$ cat config.mk
export PLATFORM = sky130hd
export DESIGN_NAME = uart_duplex
export DESIGN_NICKNAME = d
export VERILOG_FILES = /design/src/rtl/uart_duplex_pkg.sv /design/src/rtl/uart_halfdiv.sv /design/src/rtl/uart_tx_path.sv /design/src/rtl/uart_rx_path.sv /design/src/rtl/uart_duplex.sv
export SDC_FILE = /design/constraint.sdc
export NUM_CORES = 1
export LEC_CHECK = 0
export ABC_AREA = 1
export BUFFER_PORTS_ARGS = -buffer_cell sky130_fd_sc_hd__buf_2
export CAP_MARGIN = 20
export CORE_MARGIN = 3
export CORE_UTILIZATION = 40
export CTS_CLUSTER_SIZE = 8
export DETAILED_ROUTE_END_ITERATION = 7
export PLACE_DENSITY_LB_ADDON = 0.08
export SLEW_MARGIN = 15
export SYNTH_ARGS = -nofsm -noshare
export SYNTH_HDL_FRONTEND = slang
export SYNTH_HIERARCHICAL = 1
export SYNTH_SLANG_ARGS = --single-unit
$ cat constraint.sdc
create_clock -name clk -period 4.25 [get_ports clk]
set_input_delay 0.6375 -clock clk [delete_from_list [all_inputs] [get_ports clk]]
set_output_delay 0.6375 -clock clk [all_outputs]
set_load 0.01 [all_outputs]
$ cat src/rtl/uart_duplex_pkg.sv
package uart_duplex_pkg;
  localparam int DATA_W    = 8;
  // transmit phases, counted in half transfer clocks from the buffer write
  localparam int TX_START  = 5;
  localparam int TX_DATA   = TX_START + 2;
  localparam int TX_STOP   = TX_DATA + 2 * DATA_W;
  localparam int TX_END    = TX_STOP + 2;
  // receive half counts from the confirmed start (0.5 bit into the start bit)
  localparam int RX_LAST_SAMPLE = 2 * DATA_W;
  localparam int RX_END         = RX_LAST_SAMPLE + 2;

  typedef enum logic [1:0] {
    RX_IDLE  = 2'd0,
    RX_CONF  = 2'd1,
    RX_SHIFT = 2'd2
  } rx_state_e;
endpackage

$ cat src/rtl/uart_halfdiv.sv
module uart_halfdiv #(
  parameter int DIV_LO = 8,
  parameter int DIV_HI = 16
) (
  input  logic clk,
  input  logic rst_n,
  input  logic tick,
  input  logic div_sel,
  input  logic restart,
  output logic half_tick
);
  localparam int CW = $clog2(DIV_HI / 2 + 1);
  localparam logic [CW-1:0] LIM_LO = CW'(DIV_LO / 2 - 1);
  localparam logic [CW-1:0] LIM_HI = CW'(DIV_HI / 2 - 1);

  logic [CW-1:0] cnt_q, cnt_d, lim;

  assign lim       = div_sel ? LIM_HI : LIM_LO;
  assign half_tick = !restart && tick && (cnt_q == lim);

  always_comb begin
    cnt_d = cnt_q;
    if (restart)   cnt_d = '0;
    else if (tick) cnt_d = (cnt_q == lim) ? '0 : cnt_q + 1'b1;
  end

  always_ff @(posedge clk or negedge rst_n) begin
    if (!rst_n) cnt_q <= '0;
    else        cnt_q <= cnt_d;
  end
endmodule

$ cat src/rtl/uart_tx_path.sv
module uart_tx_path
  import uart_duplex_pkg::*;
(
  input  logic              clk,
  input  logic              rst_n,
  input  logic              half_tick,
  input  logic              wr,
  input  logic [DATA_W-1:0] din,
  output logic              restart,
  output logic              busy,
  output logic              txd,
  output logic              done
);
  localparam int PH_W = $clog2(TX_END + 1);
  localparam logic [PH_W-1:0] P_START = PH_W'(TX_START);
  localparam logic [PH_W-1:0] P_DATA  = PH_W'(TX_DATA);
  localparam logic [PH_W-1:0] P_STOP  = PH_W'(TX_STOP);
  localparam logic [PH_W-1:0] P_LAST  = PH_W'(TX_END - 1);

  logic              busy_q, busy_d;
  logic [PH_W-1:0]   ph_q, ph_d;
  logic [DATA_W-1:0] sh_q, sh_d;
  logic              txd_q, txd_d;
  logic              done_q, done_d;

  assign restart = wr && !busy_q;

  always_comb begin
    busy_d = busy_q;
    ph_d   = ph_q;
    sh_d   = sh_q;
    done_d = 1'b0;
    if (!busy_q) begin
      if (wr) begin
        busy_d = 1'b1;
        ph_d   = '0;
        sh_d   = din;
      end
    end else if (half_tick) begin
      if (ph_q == P_LAST) begin
        busy_d = 1'b0;
        ph_d   = '0;
        done_d = 1'b1;
      end else begin
        ph_d = ph_q + 1'b1;
        // second half of a data bit ends: move to the next bit
        if (ph_q >= P_DATA && ph_q < P_STOP && ph_q[0] != P_DATA[0])
          sh_d = {1'b0, sh_q[DATA_W-1:1]};
      end
    end
    txd_d = 1'b1;
    if (busy_d) begin
      if (ph_d >= P_START && ph_d < P_DATA)     txd_d = 1'b0;
      else if (ph_d >= P_DATA && ph_d < P_STOP) txd_d = sh_d[0];
    end
  end

  always_ff @(posedge clk or negedge rst_n) begin
    if (!rst_n) begin
      busy_q <= 1'b0;
      ph_q   <= '0;
      sh_q   <= '0;
      txd_q  <= 1'b1;
      done_q <= 1'b0;
    end else begin
      busy_q <= busy_d;
      ph_q   <= ph_d;
      sh_q   <= sh_d;
      txd_q  <= txd_d;
      done_q <= done_d;
    end
  end

  assign busy = busy_q;
  assign txd  = txd_q;
  assign done = done_q;
endmodule

$ cat src/rtl/uart_rx_path.sv
module uart_rx_path
  import uart_duplex_pkg::*;
(
  input  logic              clk,
  input  logic              rst_n,
  input  logic              half_tick,
  input  logic              rxd_s,
  output logic              restart,
  output logic              done,
  output logic [DATA_W-1:0] data
);
  localparam int HW = $clog2(RX_END + 1);
  localparam logic [HW-1:0] H_LAST_SAMPLE = HW'(RX_LAST_SAMPLE);
  localparam logic [HW-1:0] H_END         = HW'(RX_END);

  rx_state_e         st_q, st_d;
  logic [HW-1:0]     hc_q, hc_d, hc_n;
  logic [DATA_W-1:0] sh_q, sh_d;
  logic              done_q, done_d;

  assign restart = (st_q == RX_IDLE) && !rxd_s;
  assign hc_n    = hc_q + 1'b1;

  always_comb begin
    st_d   = st_q;
    hc_d   = hc_q;
    sh_d   = sh_q;
    done_d = 1'b0;
    unique case (st_q)
      RX_IDLE: if (!rxd_s) st_d = RX_CONF;
      RX_CONF: begin
        if (rxd_s) st_d = RX_IDLE;
        else if (half_tick) begin
          st_d = RX_SHIFT;
          hc_d = '0;
        end
      end
      RX_SHIFT: begin
        if (half_tick) begin
          hc_d = hc_n;
          if (!hc_n[0] && hc_n <= H_LAST_SAMPLE)
            sh_d = {rxd_s, sh_q[DATA_W-1:1]};
          if (hc_n == H_END) begin
            st_d   = RX_IDLE;
            done_d = 1'b1;
          end
        end
      end
      default: st_d = RX_IDLE;
    endcase
  end

  always_ff @(posedge clk or negedge rst_n) begin
    if (!rst_n) begin
      st_q   <= RX_IDLE;
      hc_q   <= '0;
      sh_q   <= '0;
      done_q <= 1'b0;
    end else begin
      st_q   <= st_d;
      hc_q   <= hc_d;
      sh_q   <= sh_d;
      done_q <= done_d;
    end
  end

  assign done = done_q;
  assign data = sh_q;
endmodule

$ cat src/rtl/uart_duplex.sv
module uart_duplex
  import uart_duplex_pkg::*;
#(
  parameter int DIV_LO = 8,
  parameter int DIV_HI = 16
) (
  input  logic              clk,
  input  logic              rst_n,
  input  logic              baud_tick,
  input  logic              div_sel,
  input  logic              tx_wr,
  input  logic [DATA_W-1:0] tx_data,
  output logic              tx_full,
  output logic              txd,
  output logic              tx_done_irq,
  input  logic              rxd,
  input  logic              rx_rd,
  output logic [DATA_W-1:0] rx_data,
  output logic              rx_empty,
  output logic              rx_overrun,
  output logic              rx_done_irq
);
  logic              tx_restart, tx_half;
  logic              rx_restart, rx_half;
  logic              fr_done;
  logic [DATA_W-1:0] fr_data;
  logic [1:0]        sync_q;

  logic [DATA_W-1:0] buf_q, buf_d;
  logic              empty_q, empty_d;
  logic              ovr_q, ovr_d;
  logic              irq_q, irq_d;
  logic              rd_ok;

  uart_halfdiv #(.DIV_LO(DIV_LO), .DIV_HI(DIV_HI)) u_tx_div (
    .clk(clk), .rst_n(rst_n), .tick(baud_tick), .div_sel(div_sel),
    .restart(tx_restart), .half_tick(tx_half)
  );

  uart_tx_path u_tx (
    .clk(clk), .rst_n(rst_n), .half_tick(tx_half), .wr(tx_wr), .din(tx_data),
    .restart(tx_restart), .busy(tx_full), .txd(txd), .done(tx_done_irq)
  );

  uart_halfdiv #(.DIV_LO(DIV_LO), .DIV_HI(DIV_HI)) u_rx_div (
    .clk(clk), .rst_n(rst_n), .tick(baud_tick), .div_sel(div_sel),
    .restart(rx_restart), .half_tick(rx_half)
  );

  uart_rx_path u_rx (
    .clk(clk), .rst_n(rst_n), .half_tick(rx_half), .rxd_s(sync_q[1]),
    .restart(rx_restart), .done(fr_done), .data(fr_data)
  );

  always_ff @(posedge clk or negedge rst_n) begin
    if (!rst_n) sync_q <= 2'b11;
    else        sync_q <= {sync_q[0], rxd};
  end

  assign rd_ok = rx_rd && !empty_q;

  always_comb begin
    buf_d   = buf_q;
    empty_d = empty_q;
    ovr_d   = ovr_q;
    irq_d   = fr_done;
    if (rd_ok) begin
      empty_d = 1'b1;
      ovr_d   = 1'b0;
    end
    if (fr_done) begin
      buf_d   = fr_data;
      empty_d = 1'b0;
      if (!empty_q && !rx_rd) ovr_d = 1'b1;
    end
  end

  always_ff @(posedge clk or negedge rst_n) begin
    if (!rst_n) begin
      buf_q   <= '0;
      empty_q <= 1'b1;
      ovr_q   <= 1'b0;
      irq_q   <= 1'b0;
    end else begin
      buf_q   <= buf_d;
      empty_q <= empty_d;
      ovr_q   <= ovr_d;
      irq_q   <= irq_d;
    end
  end

  assign rx_data     = buf_q;
  assign rx_empty    = empty_q;
  assign rx_overrun  = ovr_q;
  assign rx_done_irq = irq_q;
endmodule

Word-level counts from Yosys, hierarchy flattened. Cells that the tools add are included.

Bitwise gates (word level): 1. $lt $le $gt $ge: 7. Multiplexer cells: 44. Add/subtract/negate cells: 4. Reductions and logical operators: 30. Equal/unequal tests: 15.

Operators with widths (count): two-way mux 8 bit (5); two-way mux 5 bit (7); two-way mux 4 bit (6); two-way mux 1 bit (18); greater-or-equal comparator 5 x 3 -> 1 bit (second input constant) (3); != test 2 bit (second input constant) (7); logical AND 1 bit (13); AND reduction 4 bit (3); adder 5 x 1 -> 5 bit (second input constant) (2); equality test 5 bit (second input constant) (2); less-than comparator 5 bit (second input constant) (2); two-way mux 2 bit (5); one-hot mux 5 bit (2 select lines) (1); nonzero test 2 bit (5); adder 4 x 1 -> 4 bit (second input constant) (2); equality test 4 bit (2); zero test 1 bit (7); one-hot mux 2 bit (3 select lines) (1); less-or-equal comparator 5 bit (second input constant) (1); less-than comparator 5 x 3 -> 1 bit (second input constant) (1); two-way mux 3 bit (1); != test 3 bit (second input constant) (1); AND reduction 3 bit (1); equality test 2 x 1 -> 1 bit (second input constant) (1); 4 further kinds (4).

Input port bits: 15. Output and inout bits: 14. Flip-flop bits (word level): 53.

Longest topological paths before layout.
Word-level depth: 12. Gate-level depth with buffers: 16. Gate-level depth less buffers: 15.

Hierarchy. Netlist, hierarchy kept.

By module, submodules not included: uart_tx_path (area an instance 972.2 um2, instances 1, cells each 126); uart_rx_path (area an instance 805.8 um2, instances 1, cells each 97); uart_halfdiv (area an instance 254.0 um2, instances 2, cells each 34); uart_duplex (area an instance 496.7 um2, instances 1, cells each 46).

Worst setup path after synthesis. No wires, ideal clock.

Path kind: input-to-reg. From: input port tx_wr. To: register u_tx.txd_q (netlist: u_tx/txd). Setup time: 82 ps. Data arrival time: 1744 ps. Setup slack: 2424 ps. Data required time: 4168 ps. Buffers on the path: 1. Stages: 11. Cells stage by stage: nand2_2 -> inv_2 -> nor3_2 -> buf_4 -> nand4_1 -> nand2_1 -> nand2_1 -> a21oi_4 -> nand2_2 -> a21oi_2 -> nand3_2.

Word-level cells in the longest chain between the ends: 11. Elaborated cells on any way between the ends: 22.

RTL lines: from (decl) (line uart_duplex.sv:11) `input logic tx_wr,`; logical AND 1 bit * (line uart_tx_path.sv:26) `assign restart = wr && !busy_q;`; via tx_restart (line uart_duplex.sv:23) `logic tx_restart, tx_half;`; zero test 1 bit * (line uart_halfdiv.sv:19) `assign half_tick = !restart && tick && (cnt_q == lim);`; logical AND 1 bit * (2 in a row) (line uart_halfdiv.sv:19); via tx_half (line uart_duplex.sv:23); two-way mux 5 bit (line uart_tx_path.sv:39) `end else if (half_tick) begin`; two-way mux 5 bit (line uart_tx_path.sv:33) `if (!busy_q) begin`; greater-or-equal comparator 5 x 3 -> 1 bit or less-than comparator 5 bit (tied branches) (line uart_tx_path.sv:54) `else if (ph_d >= P_DATA && ph_d < P_STOP) txd_d = sh_d[0];`; logical AND 1 bit (line uart_tx_path.sv:54); two-way mux 1 bit (line uart_tx_path.sv:54); two-way mux 1 bit (line uart_tx_path.sv:53) `if (ph_d >= P_START && ph_d < P_DATA) txd_d = 1'b0;`; two-way mux 1 bit * (line uart_tx_path.sv:52) `if (busy_d) begin`; via u_tx.txd_d (line uart_tx_path.sv:23) `logic txd_q, txd_d;`; to (signal assigned) (line uart_tx_path.sv:69) `txd_q <= txd_d;`; to (decl) (line uart_tx_path.sv:23).

Mark *: on every way through the listed nets, which the timed path passes. The rest lies on a longest branch. The select of a mux whose other input is x is not followed. A chain may end at the register's enable or synchronous reset.

Worst setup path in the final report.
From: register u_tx.busy_q (netlist: u_tx/busy). To: register u_tx.txd_q (netlist: u_tx/txd).

Word-level cells in the longest chain between the ends: 12. Elaborated cells on any way between the ends: 20.

RTL lines: from (decl) (line uart_tx_path.sv:20) `logic busy_q, busy_d;`; from (signal assigned) (line uart_tx_path.sv:66) `busy_q <= busy_d;`; zero test 1 bit *; logical AND 1 bit * (line uart_tx_path.sv:26); via tx_restart (line uart_duplex.sv:23); zero test 1 bit * (line uart_halfdiv.sv:19); logical AND 1 bit * (2 in a row) (line uart_halfdiv.sv:19); via tx_half (line uart_duplex.sv:23); two-way mux 5 bit * (line uart_tx_path.sv:39); two-way mux 5 bit * (line uart_tx_path.sv:33); via u_tx.ph_d[0] (line uart_tx_path.sv:21) `logic [PH_W-1:0] ph_q, ph_d;`; greater-or-equal comparator 5 x 3 -> 1 bit or less-than comparator 5 bit (tied branches) (line uart_tx_path.sv:54); logical AND 1 bit (line uart_tx_path.sv:54); two-way mux 1 bit (line uart_tx_path.sv:54); two-way mux 1 bit * (line uart_tx_path.sv:53); two-way mux 1 bit * (line uart_tx_path.sv:52); via u_tx.txd_d (line uart_tx_path.sv:23).

Marks and branches as above.

==> flow_metrics.env <==
export IMPL_area_growth_pct=9.802
export IMPL_grt_use_total_pct=14.42
export IMPL_fin_tns_setup_ns=0
export IMPL_cts_setup_buffers=0
export IMPL_cp_slowest_stage_delay_ns=0.58
export IMPL_crit_path_top_delay_cell="dfrtp_1"
export IMPL_die_h_um=89.41
export IMPL_setup_viol=0
export IMPL_critical_path_class="reg2reg"
export IMPL_wl_per_cell_um=11.46
export IMPL_status="complete, no violations"
export IMPL_dr_first_iter_drc_count=132
export IMPL_clock_power_share_pct=21.7
export IMPL_swShare_pct=36.71
export IMPL_rsz0062_at_grt="false"
export IMPL_critPathLaunchType="register"
export IMPL_rows=29
export IMPL_drive_above_1_share_pct=20.05
export IMPL_synth_cell_types=30
export IMPL_finalHoldViolCount=0
export IMPL_synth_top_area_share_pct=44.06
export IMPL_fin_crit_ns=2.218
export IMPL_critPathCaptureType="register"
export IMPL_slew_violations=0
export IMPL_ir_drop_mv=0.1695
export IMPL_yosysTopAreaCell="dfrtp_1"
export IMPL_h_tree_depth=2
export IMPL_synth_main_ff_cell="dfrtp_1"
export IMPL_mostFrequentLayoutCells="nand2_1, inv_1, dfrtp_1, nand3_1, buf_2"
export IMPL_crit_family="simple AND/OR/NAND/NOR gates"
export IMPL_cts_buffers_inserted=5
export IMPL_cts_hold_buf=0
export IMPL_die_area_mm2=0.007993
export IMPL_regArea_mm2=0.001331
export IMPL_final_common_cell="nand2_1"
export IMPL_ys_warn_count=6
export IMPL_ctsResizeCount=0
export IMPL_place_ws_ns=1.879
export IMPL_dp_hpwl_mm=3.763
export IMPL_initial_core_util_pct=42.61
export IMPL_synthesis_nets=359
export IMPL_timing_fmax_mhz=450.8
export IMPL_synth_seq_area_share_pct=47.84
export IMPL_combinationalPowerShare_pct=26.9
export IMPL_place_congestion=0.8504
export IMPL_p_leak_nw=1.678
export IMPL_avgSynthCellArea_um2=8.257
export IMPL_drt_total_wl_mm=5.113
export IMPL_yosys_top_cells_area="dfrtp_1, nand2_1, inv_1"
export IMPL_hp_class="in2async"
export IMPL_p_int_mw=0.8619
export IMPL_power_density_mw_per_mm2=445.7
export IMPL_ant_nets=0
export IMPL_synth_edf_count=0
export IMPL_maxCapViolCount=0
export IMPL_nFillCells=653
export IMPL_grt_pass1_vias=2022
export IMPL_grt_max_degree=33
export IMPL_vias=2122
export IMPL_crit_buf_inv=3
export IMPL_timing_slew_headroom_pct=61.51
export IMPL_drt_pass1_iterations=4
export IMPL_ctsLongestPathBuffers=2
export IMPL_synth_cells=337
export IMPL_p_seq_share_pct=51.4
export IMPL_worstPathArrival_ns=2.47
export IMPL_tritoncts="yes"
export IMPL_vias_per_cell=4.758
export IMPL_required_ns=4.50
export IMPL_power_switching_mw=0.4999
export IMPL_grt_pass1_wl_mm=9.142
export IMPL_finalClockSkew_ns=0.01039
export IMPL_cp_cell_sequence="inv_2 > nand2_2 > inv_2 > nor3_2 > nand2_2 > nor2_1 > nand2_2 > nand2_2 > nand2_1 > inv_1 > nand2_2 > nand3_1 > nand2_1 > nand3_2"
export IMPL_crit_fanout=12
export IMPL_nNetsFinal=390
export IMPL_finalWorstSetupSlack_ns=2.032
export IMPL_total_power_mw=1.362
export IMPL_cts_root_buf="clkbuf_8"
export IMPL_dieWidth_um=89.41
export IMPL_path_clk_slew_ns=0.10
export IMPL_cpMostUsedCell="nand2_2"
export IMPL_antenna_found_initial=0
export IMPL_worstMarginPinSlew_ns=0.5773
export IMPL_diodes=0
export IMPL_syn_area_mm2=0.002783
export IMPL_multi_input_area_mm2=0.001176
export IMPL_period_share_pct=52.20
export IMPL_ys_ff_latch=53
export IMPL_portBuffers=28
export IMPL_synth_async_sr_flop_share_pct=100.0
export IMPL_grt_overflow=0
export IMPL_fp_coreArea_mm2=0.006531
export IMPL_clk_latency_ns=0.31
export IMPL_io_pins=29
export IMPL_drc=0
export IMPL_clock_sinks=53
Yosys cell counts (2+ instances only):
master	number
inv_1	51
ha_1	7
nand2_4	2
dfstp_2	4
inv_2	6
nor2_8	2
nor3_2	2
o21ai_1	6
a22o_1	3
a21oi_1	4
a21oi_2	2
nand2_1	99
o22ai_1	3
xor2_1	3
nand2_2	10
nor2_1	19
o21ai_2	2
nand3_2	5
nand3b_1	2
nand4_1	7
o21ai_0	5
dfrtp_1	49
nand3_1	35
buf_6	3
final cells by class:
type	count	share of cell area, %
sequential	53	43.57
timing repair buffer	29	4.832
tap	77	3.153
clock buffer	5	2.252
multi-input combinational	222	38.49
inverter	57	7.002
clock inverter	3	0.6962
per-layer routing:
layer  vias to the layer above  GRT usage (%)  share of wire, %
met1                       969          20.74                53
met4                         0          3.248             0.098
met3                         2          3.041               3.8
met2                        37          22.30                44
li1                       1114              -                 -
met5                         -              0                 0
state kept, by name (all words and copies together), names as in the netlist, named ones only:
name	flops
rx_data	8
u_rx/data	8
u_tx/sh_q	8
u_rx/hc_q	5
u_tx/ph_q	5
u_rx_div/cnt_q	4
u_tx_div/cnt_q	4
sync_q	2
u_rx/st_q	2
rx_done_irq	1
rx_empty	1
u_rx/done	1
u_tx/busy	1
u_tx/done	1
u_tx/txd	1
path summary, 6_finish.rpt:
check	to	slack, ns	start	cells past startpoint
setup / recovery	u_tx/txd	2.03	u_tx/busy	14
hold / removal	u_tx/sh_q[2]	0.29	rst_n	1
setup reg to reg	u_tx/txd	2.03	u_tx/busy	14
hold reg to reg	sync_q[1]	0.36	sync_q[0]	0
max in group asynchronous	u_tx/txd	3.13	rst_n	2
min in group clk	sync_q[1]	0.36	sync_q[0]	0
per-stage QoR:
stage	cells	hold WS, ns	instance area [um2]	util (%)
floorplan	337	0.3419	2783	-
global placement	438	0.3475	2965	45.40
detailed placement	438	0.3478	2965	45.40
CTS	446	0.3062	3055	46.78
global route	446	0.3158	3055	46.78
finish	446	0.2862	3055	46.78
kinds of logic (layout without fill, tap and decap cells):
kind of cell | count (synthesis) | in the layout | share of synthesized area, %
buf+inv | 62 | 94 | 9.892
compound gates | 27 | 27 | 6.431
flops | 53 | 53 | 47.84
fa+ha+maj | 7 | 7 | 3.147
simple gates | 185 | 185 | 31.74
xor+xnor | 3 | 3 | 0.9444
worst reg2reg max path, delay by kind of cell, from the launching register on:
family,cells,cell delay [ns]
buffers and inverters,3,0.23
DFF,1,0.58
and+or+nand+nor,11,1.37
power groups by stage:
stage / Clock, mW / Sequential [mW] / Combinational (mW)
finish: 0.295 / 0.700 / 0.367
global route: 0.329 / 0.719 / 0.432
CTS: 0.308 / 0.700 / 0.372
detailed placement: 0 / 0.709 / 0.372
global placement: 0 / 0.711 / 0.368
floorplan: 0 / 0.683 / 0.305
No activity file was read; power rests on OpenSTA's default activity.
